[src/rtl/sub_mag_pkg.sv]
package sub_mag_pkg;

    // Default operand width used when the top is elaborated alone.
    parameter int unsigned SMG_DEF_WIDTH = 8;

    // Sign of the final result.
    typedef enum logic {
        SIGN_POS = 1'b0,
        SIGN_NEG = 1'b1
    } sign_e;

endpackage

[src/rtl/sm_negate.sv]
// Twos-complement negation by the copy-until-first-one rule.
// seen[i] is the OR of all input bits below i. Bit i is inverted when a
// lower bit is already set.
module sm_negate #(
    parameter int unsigned WIDTH = 8
) (
    input  logic [WIDTH-1:0] x_i,
    output logic [WIDTH-1:0] y_o,
    output logic             wrap_o   // carry that invert-plus-one would produce
);

    logic [WIDTH:0] seen;

    assign seen[0] = 1'b0;

    for (genvar i = 0; i < WIDTH; i++) begin : g_bit
        assign seen[i+1] = seen[i] | x_i[i];
        assign y_o[i]    = x_i[i] ^ seen[i];
    end

    // Only an all-zero input carries out of the top bit.
    assign wrap_o = ~seen[WIDTH];

endmodule

[src/rtl/sm_ripple_add.sv]
// Ripple-carry adder built from full-adder cells.
module sm_ripple_add #(
    parameter int unsigned WIDTH = 8
) (
    input  logic [WIDTH-1:0] a_i,
    input  logic [WIDTH-1:0] b_i,
    input  logic             cin_i,
    output logic [WIDTH-1:0] sum_o,
    output logic             cout_o
);

    logic [WIDTH:0] cy;

    assign cy[0] = cin_i;

    for (genvar i = 0; i < WIDTH; i++) begin : g_fa
        logic half;
        assign half     = a_i[i] ^ b_i[i];
        assign sum_o[i] = half ^ cy[i];
        assign cy[i+1]  = (a_i[i] & b_i[i]) | (half & cy[i]);
    end

    assign cout_o = cy[WIDTH];

endmodule

[src/rtl/sm_sign_fix.sv]
// Turns the raw twos-complement sum into sign and magnitude.
module sm_sign_fix
    import sub_mag_pkg::*;
#(
    parameter int unsigned WIDTH = 8
) (
    input  logic [WIDTH-1:0] sum_i,
    input  logic             carry_i,
    output logic [WIDTH-1:0] mag_o,
    output logic             neg_o
);

    logic [WIDTH-1:0] sum_neg;
    logic             sum_zero;
    sign_e            sgn;

    sm_negate #(.WIDTH(WIDTH)) u_renegate (
        .x_i    (sum_i),
        .y_o    (sum_neg),
        .wrap_o (sum_zero)
    );

    // A zero raw sum is never reported as negative.
    assign sgn = (carry_i | sum_zero) ? SIGN_POS : SIGN_NEG;

    always_comb begin
        unique case (sgn)
            SIGN_POS: mag_o = sum_i;
            SIGN_NEG: mag_o = sum_neg;
            default:  mag_o = sum_i;
        endcase
    end

    assign neg_o = (sgn == SIGN_NEG);

endmodule

[src/rtl/sub_mag_unit.sv]
// Unsigned subtractor with sign-magnitude result.
module sub_mag_unit
    import sub_mag_pkg::*;
#(
    parameter int unsigned WIDTH = SMG_DEF_WIDTH
) (
    input  logic [WIDTH-1:0] a_i,
    input  logic [WIDTH-1:0] b_i,
    output logic [WIDTH-1:0] mag_o,
    output logic             neg_o
);

    logic [WIDTH-1:0] b_neg;
    logic             sub_zero;
    logic [WIDTH-1:0] raw_sum;
    logic             add_cout;
    logic             carry_eff;

    sm_negate #(.WIDTH(WIDTH)) u_neg_sub (
        .x_i    (b_i),
        .y_o    (b_neg),
        .wrap_o (sub_zero)
    );

    sm_ripple_add #(.WIDTH(WIDTH)) u_add (
        .a_i    (a_i),
        .b_i    (b_neg),
        .cin_i  (1'b0),
        .sum_o  (raw_sum),
        .cout_o (add_cout)
    );

    // Negating zero carries out of the word, and that carry joins the adder carry.
    assign carry_eff = add_cout | sub_zero;

    sm_sign_fix #(.WIDTH(WIDTH)) u_fix (
        .sum_i   (raw_sum),
        .carry_i (carry_eff),
        .mag_o   (mag_o),
        .neg_o   (neg_o)
    );

endmodule

[config.mk]
export PLATFORM = sky130hd
export DESIGN_NAME = sub_mag_unit
export DESIGN_NICKNAME = d
export VERILOG_FILES = /design/src/rtl/sub_mag_pkg.sv /design/src/rtl/sm_negate.sv /design/src/rtl/sm_ripple_add.sv /design/src/rtl/sm_sign_fix.sv /design/src/rtl/sub_mag_unit.sv
export SDC_FILE = /design/constraint.sdc
export NUM_CORES = 1
export LEC_CHECK = 0
export BUFFER_PORTS_ARGS = -buffer_cell sky130_fd_sc_hd__buf_4
export CORE_AREA = 2 2 39 41
export DETAILED_ROUTE_END_ITERATION = 8
export DIE_AREA = 0 0 41 43
export GPL_ROUTABILITY_DRIVEN = 0
export PLACE_DENSITY = 0.67
export SLEW_MARGIN = 20
export SYNTH_ARGS = -nofsm -noshare
export SYNTH_HDL_FRONTEND = slang
export SYNTH_SLANG_ARGS = --single-unit
[constraint.sdc]
create_clock -name vclk -period 6.2
set_input_delay 0.31 -clock vclk [all_inputs]
set_output_delay 0.31 -clock vclk [all_outputs]
set_load 0.01 [all_outputs]
**Yosys cells after proc, flatten, opt, wreduce, memory -nomap -nowiden**

Cells that the tools add are included.

- Register bits: 0
- Output and inout port bits: 9
- Input port bits: 16

- Bitwise logic cells: 69
- Mux-type cells: 2

Operators with widths:

| cell | number |
|---|---|
| $xor A1 B1 Y1 | 29 |
| $or A1 B1 Y1 | 23 |
| $pmux W8 S2 | 1 |
| $and A1 B1 Y1 | 15 |
| $not A1 Y1 | 2 |
| $mux W1 | 1 |

**Logic depth before layout (Yosys ltp)**

Gate-level depths: netlist of the first run.

- Word-level depth: 20
- Mapped depth: 16
- Depth with buffers taken out: 15

**Modules after synthesis**

A second synthesis of the first run with hierarchy kept.

- Cell total of the unflattened synthesis: 61
- Area total of the unflattened synthesis: 559.3 um^2

By module, submodules not included:

| module | times used | area each (um^2) | cells each |
|---|---|---|---|
| sm_negate | 2 | 125.1 | 16 |
| sm_ripple_add | 1 | 197.7 | 18 |
| sm_sign_fix | 1 | 101.3 | 9 |
| sub_mag_unit | 1 | 10.0 | 2 |

**Worst setup path before layout of the first run**

Ideal clock, no wire load.

- Path type: input to output
- Start: input port b_i[0]
- End: output port mag_o[1]
- Path buffers: 1
- Setup slack: 2.013 ns
- Required time: 5.890 ns
- Arrival time: 3.877 ns
- Cell stages on the path: 16
- Path through: inv_1 > ha_1 > fa_1 > fa_1 > fa_1 > inv_1 > fa_1 > fa_1 > inv_1 > fa_1 > inv_1 > fa_1 > ha_1 > nor3b_2 > buf_6 > mux2_4

- Word-level cells in the longest chain between the ends: 20
- Elaborated cells on any way between the ends: 65
- Classes of those cells: mux (2); bitwise (63)

RTL lines:

| what | line | RTL |
|---|---|---|
| from (decl) | sub_mag_unit.sv:8 | `input logic [WIDTH-1:0] b_i,` |
| $xor A1 B1 Y1 | sm_negate.sv:18 | `assign y_o[i] = x_i[i] ^ seen[i];` |
| $xor A1 B1 Y1 | sm_ripple_add.sv:18 | `assign half = a_i[i] ^ b_i[i];` |
| $and A1 B1 Y1 | sm_ripple_add.sv:20 | `assign cy[i+1] = (a_i[i] & b_i[i]) \| (half & cy[i]);` |
| $or A1 B1 Y1 | sm_ripple_add.sv:20 |  |
| $and A1 B1 Y1 | sm_ripple_add.sv:20 |  |
| $or A1 B1 Y1 | sm_ripple_add.sv:20 |  |
| $and A1 B1 Y1 | sm_ripple_add.sv:20 |  |
| $or A1 B1 Y1 | sm_ripple_add.sv:20 |  |
| [... 5 more ...] | n/a |  |
| $or A1 B1 Y1 | sm_ripple_add.sv:20 |  |
| $and A1 B1 Y1 / $xor A1 B1 Y1 (equally long branches) | sm_ripple_add.sv:20, sm_ripple_add.sv:19 |  |
| $or A1 B1 Y1 (on tied branches) | sm_ripple_add.sv:20, sm_negate.sv:17 |  |
| $or A1 B1 Y1 / $not A1 Y1 (equally long branches) | sub_mag_unit.sv:34, sm_negate.sv:22 |  |
| $or A1 B1 Y1 (*) | sm_sign_fix.sv:24 | `assign sgn = (carry_i \| sum_zero) ? SIGN_POS : SIGN_NEG;` |
| $mux W1 (*) | sm_sign_fix.sv:24 |  |
| named net neg_o | sub_mag_unit.sv:10 | `output logic neg_o` |
| $pmux W8 S2 (*) | sm_sign_fix.sv:27 | `unique case (sgn)` |
| to (decl) | sub_mag_unit.sv:9 | `output logic [WIDTH-1:0] mag_o,` |

The timed path passes the listed nets; every way through them passes the cells marked *. The select of a mux whose other input is x is not followed.

**Worst setup path in the final report of the first run**

- Start: input port b_i[0]
- End: output port mag_o[1]

- Word-level cells in the longest chain between the ends: 20
- Elaborated cells on any way between the ends: 65
- Classes of those cells: mux (2); bitwise (63)

RTL lines:

| what | line |
|---|---|
| $xor A1 B1 Y1 | sm_negate.sv:18 |
| $xor A1 B1 Y1 | sm_ripple_add.sv:18 |
| $and A1 B1 Y1 | sm_ripple_add.sv:20 |
| $or A1 B1 Y1 | sm_ripple_add.sv:20 |
| $and A1 B1 Y1 | sm_ripple_add.sv:20 |
| $or A1 B1 Y1 | sm_ripple_add.sv:20 |
| $and A1 B1 Y1 | sm_ripple_add.sv:20 |
| $or A1 B1 Y1 | sm_ripple_add.sv:20 |
| [... 4 more ...] | n/a |
| $and A1 B1 Y1 | sm_ripple_add.sv:20 |
| $or A1 B1 Y1 | sm_ripple_add.sv:20 |
| $and A1 B1 Y1 / $xor A1 B1 Y1 (equally long branches) | sm_ripple_add.sv:20, sm_ripple_add.sv:19 |
| $or A1 B1 Y1 (on tied branches) | sm_ripple_add.sv:20, sm_negate.sv:17 |
| $or A1 B1 Y1 / $not A1 Y1 (equally long branches) | sub_mag_unit.sv:34, sm_negate.sv:22 |
| $or A1 B1 Y1 | sm_sign_fix.sv:24 |
| $mux W1 | sm_sign_fix.sv:24 |
| $pmux W8 S2 (*) | sm_sign_fix.sv:27 |

Every way passes the cells marked *; elsewhere a longest branch is shown, timed or not. The select of a mux whose other input is x is not followed.

==> impl_metrics.env, run 1 <==
export IMPL_syn_area_sq_um=543.0
export IMPL_cap_violations=0
export IMPL_route_detailed_drc=0
export IMPL_core_sq_mm=0.001384
export IMPL_p_int_mw=0.06163
export IMPL_tightest_slew_ns=0.7362
export IMPL_status="finished, final reports clean"
export IMPL_combinationalPowerShare=1.000
export IMPL_required_ns=5.89
export IMPL_synth_top_area_share=0.3456
export IMPL_yosys_area_top_type="ha_1"
export IMPL_regArea_sq_um=0
export IMPL_setup_viol_count_final=0
export IMPL_hpwl_um=784.3
export IMPL_ant_nets=0
export IMPL_mostFrequentLayoutCells="inv_1 (25), buf_4 (25), ha_1 (15), fa_1 (7), mux2_4 (4)"
export IMPL_n_antenna_cell=0
export IMPL_p_seq_frac=0
export IMPL_die_y_um=43
export IMPL_crit_path_frequent_cell="fa_1"
export IMPL_seq_area_frac_synth=0
export IMPL_dp_cells=96
export IMPL_cp_end_kind="output port"
export IMPL_cp_data_arrival_time_ns=4.54
export IMPL_post_route_period_util=0.7827
export IMPL_p_leak_nw=0.4913
export IMPL_ys_top_cells_by_area="ha_1 (35%), fa_1 (26%), inv_1 (17%)"
export IMPL_rows=14
export IMPL_final_hold_viol_count=0
export IMPL_synth_fp_nets=95
export IMPL_synth_warnings=0
export IMPL_finalSetupTns_ns=0
export IMPL_slew_headroom=0.5071
export IMPL_cp_buffers_inverters=6
export IMPL_min_path_type="in2out"
export IMPL_crit_slowest_cell="nor3b_2"
export IMPL_die_w_um=41
export IMPL_clock_buffers=0
export IMPL_initial_core_util=0.3924
export IMPL_via_per_inst=4.063
export IMPL_grt_pass1_vias=350
export IMPL_drt_iter0_drc=0
export IMPL_drtPass1Iterations=1
export IMPL_gr_total_overflow=0
export IMPL_ios=25
export IMPL_drive_above_1_share=0.3750
export IMPL_wl_per_cell_um=8.031
export IMPL_cp_cell_sequence="buf_4 -> inv_1 -> ha_1 -> fa_1 -> fa_1 -> fa_1 -> inv_1 -> fa_1 -> fa_1 -> inv_1 -> fa_1 -> inv_1 -> fa_1 -> ha_1 -> nor3b_2 -> mux2_4 -> buf_4"
export IMPL_die_area_sq_mm=0.001763
export IMPL_cp_start_kind="input port"
export IMPL_rsz0062_at_grt="false"
export IMPL_crit_type="in2out"
export IMPL_grt_max_degree=9
export IMPL_routed_wirelength_um=771
export IMPL_finalMaxSlewViolations=0
export IMPL_power_switching_mw=0.04484
export IMPL_cts_resized=0
export IMPL_cts_hold_buf=0
export IMPL_grt_usage=0.1052
export IMPL_cp_max_fo=8
export IMPL_antenna_found_initial=0
export IMPL_yosys_cell_types_count=8
export IMPL_cpPeakStageDelay_ns=0.61
export IMPL_power_frac_clock=0
export IMPL_cts_setup_buffers=0
export IMPL_p_total_mw=0.1065
export IMPL_portBuffers=25
export IMPL_syn2layout_area_growth_pct=34.79
export IMPL_vias=390
export IMPL_nets=120
export IMPL_postSynthAreaPerCell_sq_um=9.527
export IMPL_cp_top_family="adder cells"
export IMPL_layout_cells_non_filler=96
export IMPL_flops_and_latches=0
export IMPL_vdd_drop_max_v=0.00004252
export IMPL_postSynthCellCount=57
export IMPL_finalCriticalPeriod_ns=4.853
export IMPL_powerDensity_mw_per_mm2=145.5
export IMPL_timing_fmax_ghz=0.2061
export IMPL_grt_pass1_wl_um=1366
export IMPL_whs_ns=0.9490
export IMPL_swShare=0.4212
-- power groups by stage --
stage                     combinational, mW  sequential, mW  clock [mW]
after detailed placement              0.109               0           0
after global routing                  0.121               0           0
after global placement                0.106               0           0
after CTS                             0.110               0           0
final                                 0.106               0           0
after floorplan                      0.0673               0           0
-- layout make-up --
| cell class | count | area [sq um] |
|---|---|---|
| multi-input combinational | 30 | 430.4 |
| inverter | 25 | 93.84 |
| fill | 148 | 651.9 |
| tap | 16 | 20.02 |
| timing repair buffer | 25 | 187.7 |
-- cells in the mapped netlist --
| cell type | count |
|---|---|
| nor3b_2 | 1 |
| mux2i_1 | 3 |
| fa_1 | 7 |
| buf_4 | 1 |
| inv_1 | 25 |
| mux2_4 | 4 |
| ha_1 | 15 |
| buf_6 | 1 |
-- layer usage --
layer  routed length (um)  part of all wire  track usage
met1                  348              0.45       0.1743
met5                    0                 0            0
met4                    0                 0            0
met3                   38             0.049            0
met2                  384              0.50       0.1594
-- logic make-up (layout without fill, tap and decap cells) --
group         count (synthesis)  in the layout  synth area share
fa+ha+maj                    22             22            0.6037
simple gates                  1              1           0.02304
buf+inv                      27             50            0.2074
mux                           7              7            0.1659
-- through the flow --
stage / util / cell area (sq um) / setup slack [ns]
6_report: 0.5289 / 732.0 / 1.347
5_1_grt: 0.5289 / 732.0 / 1.070
4_1_cts: 0.5289 / 732.0 / 1.307
3_5_place_dp: 0.5289 / 732.0 / 1.325
3_3_place_gp: 0.5289 / 732.0 / 1.372
2_1_floorplan: - / 543.0 / 2.013
-- final timing paths --
path | startpoint | endpoint | slack (ns) | cells past startpoint
worst min-delay path | b_i[0] | mag_o[0] | 0.95 | 3
worst max-delay path | b_i[0] | mag_o[1] | 1.35 | 17
(Power assumes the default switching activity.)
==> run 2: changes to the inputs <==
--- a/config.mk
+++ b/config.mk
@@ -10,7 +10,7 @@
 export DETAILED_ROUTE_END_ITERATION = 8
 export DIE_AREA = 0 0 41 43
 export GPL_ROUTABILITY_DRIVEN = 0
-export PLACE_DENSITY = 0.67
+export PLACE_DENSITY = 0.7
 export SLEW_MARGIN = 20
 export SYNTH_ARGS = -nofsm -noshare
 export SYNTH_HDL_FRONTEND = slang
==> constraint.sdc (replaced) <==
create_clock -name vclk -period 4.2
set_input_delay 0.21 -clock vclk [all_inputs]
set_output_delay 0.21 -clock vclk [all_outputs]
set_load 0.01 [all_outputs]
==> impl_metrics.env, run 2 (same netlist as run 1, synthesis figures left out) <==
export IMPL_status="finished, final reports clean"
export IMPL_cp_end_kind="output port"
export IMPL_grt_usage=0.1143
export IMPL_pre_cts_ws_ns=-0.1642
export IMPL_via_per_inst=4.268
export IMPL_flops_and_latches=0
export IMPL_clock_buffers=0
export IMPL_p_leak_nw=0.4924
export IMPL_core_sq_mm=0.001384
export IMPL_syn2layout_area_growth_pct=47.47
export IMPL_rows=14
export IMPL_antenna_found_initial=0
export IMPL_met2_usage=0.1875
export IMPL_grt_most_used_layer="met2"
export IMPL_slew_headroom=0.8831
export IMPL_finalMaxSlewViolations=0
export IMPL_initial_core_util=0.3924
export IMPL_rsz0062_at_grt="true"
export IMPL_mostFrequentLayoutCells="inv_1 (20), buf_4 (19), ha_1 (13), buf_6 (7), fa_2 (6)"
export IMPL_route_detailed_drc=0
export IMPL_finalSetupTns_ns=0
export IMPL_worstHoldPathCells=3
export IMPL_n_antenna_cell=0
export IMPL_min_path_type="in2out"
export IMPL_hpwl_um=799.5
export IMPL_setup_slack_ns=0.08073
export IMPL_die_y_um=43
export IMPL_post_route_period_util=0.9808
export IMPL_powerDensity_mw_per_mm2=222.8
export IMPL_grtUsageMet1=0.1743
export IMPL_nets=121
export IMPL_final_common_cell="inv_1"
export IMPL_timing_fmax_ghz=0.2428
export IMPL_crit_type="in2out"
export IMPL_cts_setup_buffers=0
export IMPL_grt_pass1_vias=392
export IMPL_setup_viol_count_final=0
export IMPL_regArea_sq_um=0
export IMPL_vias=414
export IMPL_die_w_um=41
export IMPL_drtPass1Iterations=1
export IMPL_required_ns=3.99
export IMPL_finalCriticalPeriod_ns=4.119
export IMPL_ios=25
export IMPL_dp_cells=97
export IMPL_gr_total_overflow=0
export IMPL_cp_start_kind="input port"
export IMPL_grt_max_degree=9
export IMPL_met3_usage=0
export IMPL_final_hold_viol_count=0
export IMPL_cp_data_arrival_time_ns=3.91
export IMPL_grt_pass1_wl_um=1497
export IMPL_min_to="mag_o[0]"
export IMPL_layout_cells_non_filler=97
export IMPL_die_area_sq_mm=0.001763
export IMPL_vdd_drop_max_v=0.00008465
export IMPL_portBuffers=25
export IMPL_ant_nets=0
export IMPL_tightest_slew_ns=0.1746
export IMPL_cap_violations=0
export IMPL_drt_iter0_drc=0
export IMPL_drive_above_1_share=0.5432
export IMPL_cp_max_fo=8
export IMPL_hp_start="a_i[0]"
export IMPL_wl_per_cell_um=8.577
export IMPL_routed_wirelength_um=832
-- run 2: cell types whose count changed in the layout (fill, tap and decap cells not counted), sizes merged --
cell | before | now
buf | 25 | 26
-- run 2: routing by layer --
| metal | vias to the layer above | share of wire |
|---|---|---|
| li1 | 217 | - |
| met1 | 188 | 0.43 |
| met2 | 9 | 0.53 |
| met3 | 0 | 0.040 |
| met4 | 0 | 0 |
| met5 | - | 0 |
-- run 2: cell type report --
cell class         instances  area [sq um]
multi-input cells         30         460.4
well taps                 16         20.02
repair buffers            26         221.5
inverters                 25         98.84
fillers                  118         583.1
-- run 2: worst max path at each step --
stage                      start  endpoint  slack [ns]
after detailed placement  b_i[0]  mag_o[2]       -0.16
final                     b_i[1]  mag_o[2]        0.08
after global routing      b_i[0]  mag_o[6]       -0.06
after global placement    b_i[0]  mag_o[2]       -0.11
after floorplan           b_i[0]  mag_o[1]        0.21
after CTS                 b_i[1]  mag_o[2]       0.005
-- run 2: through the flow --
step	power, mW	instance area, sq um	hold slack, ns	util
after global routing	0.2029	800.8	0.7931	0.5787
after floorplan	0.09941	543.0	0.6409	-
final	0.1784	800.8	0.7652	0.5787
after CTS	0.1692	770.7	0.7633	0.5570
after global placement	0.1583	739.5	0.7559	0.5344
after detailed placement	0.1621	739.5	0.7557	0.5344
-- run 2: power by group --
part / total, mW / switching, mW / internal [mW]
combinational: 0.178 / 0.0725 / 0.106
clock: 0 / 0 / 0
sequential: 0 / 0 / 0
total: 0.178 / 0.0725 / 0.106
-- run 2: worst max-delay path, cell delays in order --
cell and delay [ns]:
buf_6 0.10, inv_4 0.05, ha_4 0.20, fa_2 0.38
fa_2 0.34, fa_2 0.34, inv_2 0.07, fa_2 0.19
fa_2 0.19, inv_2 0.04, fa_2 0.33, inv_2 0.06
fa_1 0.42, ha_2 0.21, nor3b_2 0.19, buf_6 0.18
mux2_4 0.31, buf_6 0.12
-- run 2: timing repair --
item,CTS,global route
endpoints found under the setup margin,7,7
gates resized for setup,12,10
pin swaps,6,2
hold buffers,0,0
endpoints found under the hold margin,0,0
==> run 3: changes to the inputs <==
--- a/config.mk
+++ b/config.mk
@@ -5,7 +5,7 @@
 export SDC_FILE = /design/constraint.sdc
 export NUM_CORES = 1
 export LEC_CHECK = 0
-export BUFFER_PORTS_ARGS = -buffer_cell sky130_fd_sc_hd__buf_4
+export BUFFER_PORTS_ARGS = -buffer_cell sky130_fd_sc_hd__buf_2
 export CORE_AREA = 2 2 39 41
 export DETAILED_ROUTE_END_ITERATION = 8
 export DIE_AREA = 0 0 41 43
==> impl_metrics.env, run 3 (same netlist as run 1, synthesis figures left out) <==
export IMPL_multi_input_area_sq_um=473.0
export IMPL_nFillCells=123
export IMPL_combinationalPowerShare=1.000
export IMPL_dp_cells=98
export IMPL_crit_type="in2out"
export IMPL_cts_hold_buf=0
export IMPL_layout_cells_non_filler=98
export IMPL_cap_violations=0
export IMPL_regArea_sq_um=0
export IMPL_post_route_period_util=0.9747
export IMPL_cp_end_kind="output port"
export IMPL_nets=122
export IMPL_whs_ns=0.7747
export IMPL_syn2layout_area_growth_pct=39.86
export IMPL_met3_wirelength_um=49
export IMPL_cp_cell_sequence="buf_6 -> buf_6 -> ha_4 -> fa_2 -> fa_2 -> fa_2 -> inv_2 -> fa_2 -> fa_2 -> inv_2 -> fa_2 -> inv_2 -> fa_1 -> ha_2 -> nor3b_2 -> buf_6 -> mux2_4 -> buf_6"
export IMPL_grt_max_degree=9
export IMPL_die_y_um=43
export IMPL_worstHoldPathCells=3
export IMPL_timing_fmax_ghz=0.2443
export IMPL_cpPeakStageDelay_ns=0.43
export IMPL_slew_headroom=0.9178
export IMPL_swShare=0.4364
export IMPL_postPlaceCellArea_sq_um=684.4
export IMPL_p_seq_frac=0
export IMPL_routed_wirelength_um=873
export IMPL_p_int_mw=0.09393
export IMPL_final_common_cell="buf_2"
export IMPL_finalCriticalPeriod_ns=4.094
export IMPL_initial_core_util=0.3924
export IMPL_power_switching_mw=0.07273
export IMPL_portBuffers=25
export IMPL_setup_slack_ns=0.1062
export IMPL_n_antenna_cell=0
export IMPL_crit_slowest_cell="fa_1"
export IMPL_grt_usage=0.1193
export IMPL_route_detailed_drc=0
export IMPL_wl_per_cell_um=8.908
export IMPL_die_w_um=41
export IMPL_wl_met1_um=352
export IMPL_hp_start="a_i[0]"
export IMPL_highest_layer="met3"
export IMPL_vias=406
export IMPL_power_frac_clock=0
export IMPL_hpwl_um=776.1
export IMPL_min_path_type="in2out"
export IMPL_antenna_found_initial=0
export IMPL_rsz0062_at_grt="true"
export IMPL_crit_path_frequent_cell="fa_2"
export IMPL_drt_iter0_drc=0
export IMPL_drtPass1Iterations=1
export IMPL_cp_data_arrival_time_ns=3.88
export IMPL_pre_cts_ws_ns=-0.1390
export IMPL_gr_total_overflow=0
export IMPL_vdd_drop_max_v=0.00007293
export IMPL_rows=14
export IMPL_ant_nets=0
export IMPL_postLayoutCellArea_sq_um=759.5
export IMPL_tightest_slew_ns=0.1198
export IMPL_p_leak_nw=0.4772
export IMPL_die_area_sq_mm=0.001763
export IMPL_flops_and_latches=0
export IMPL_grt_pass1_vias=426
export IMPL_core_sq_mm=0.001384
export IMPL_clock_buffers=0
export IMPL_powerDensity_mw_per_mm2=219.4
export IMPL_drive_above_1_share=0.5610
export IMPL_mostFrequentLayoutCells="buf_2 (21), inv_1 (20), ha_1 (12), fa_2 (6), buf_6 (6)"
export IMPL_cts_setup_buffers=0
export IMPL_grt_pass1_wl_um=1531
export IMPL_required_ns=3.99
export IMPL_final_hold_viol_count=0
export IMPL_min_to="mag_o[0]"
export IMPL_cp_start_kind="input port"
export IMPL_setup_viol_count_final=0
export IMPL_ios=25
export IMPL_status="finished, final reports clean"
export IMPL_met2WireLength_um=470
export IMPL_finalMaxSlewViolations=0
export IMPL_via_per_inst=4.143
export IMPL_cp_max_fo=8
==> run 3: cell type report <==
class | instances | share of cell area
tap | 16 | 0.02636
inverter | 25 | 0.1236
timing repair buffer | 27 | 0.2273
multi-input combinational | 30 | 0.6227
==> run 3: power by group through the flow <==
stage / Sequential (mW) / Combinational, mW / Clock (mW)
after global routing: 0 / 0.191 / 0
final: 0 / 0.167 / 0
after floorplan: 0 / 0.0994 / 0
after CTS: 0 / 0.154 / 0
after global placement: 0 / 0.139 / 0
after detailed placement: 0 / 0.144 / 0
==> run 3: repair_timing <==
item / in CTS / in global routing
endpoints found under the setup margin: 7 / 7
resized for setup: 11 / 10
pin swaps: 6 / 2
==> run 3: per-layer routing <==
layer / up-vias / global-route usage
met5: - / 0
met4: 0 / 0
met3: 0 / 0.005236
met2: 9 / 0.2281
met1: 179 / 0.1447
li1: 218 / -
==> run 3: metrics by stage <==
stage                     utilization  TNS (ns)  power (mW)
after floorplan                     -         0     0.09941
after global placement         0.4946   -0.4135      0.1387
after detailed placement       0.4946   -0.6475      0.1441
after CTS                      0.5163         0      0.1542
after global routing           0.5488   -0.1792      0.1906
final                          0.5488         0      0.1667
==> run 3: worst max-delay path by stage <==
stage               depth (start not counted)       end   start  slack, ns
finish                                     18  mag_o[1]  b_i[0]       0.11
CTS                                        18  mag_o[2]  b_i[1]      0.003
global route                               18  mag_o[6]  b_i[0]      -0.06
global placement                           18  mag_o[2]  b_i[0]      -0.10
floorplan                                  16  mag_o[1]  b_i[0]       0.21
detailed placement                         18  mag_o[2]  b_i[0]      -0.14
==> run 3: worst max-delay path: cells and delay by family <==
| family | cells | cell delay [ns] |
|---|---|---|
| adder cells (fa/ha/maj) | 9 | 2.53 |
| buffers and inverters | 7 | 0.67 |
| multiplexers | 1 | 0.31 |
| AND/OR/NAND/NOR | 1 | 0.17 |
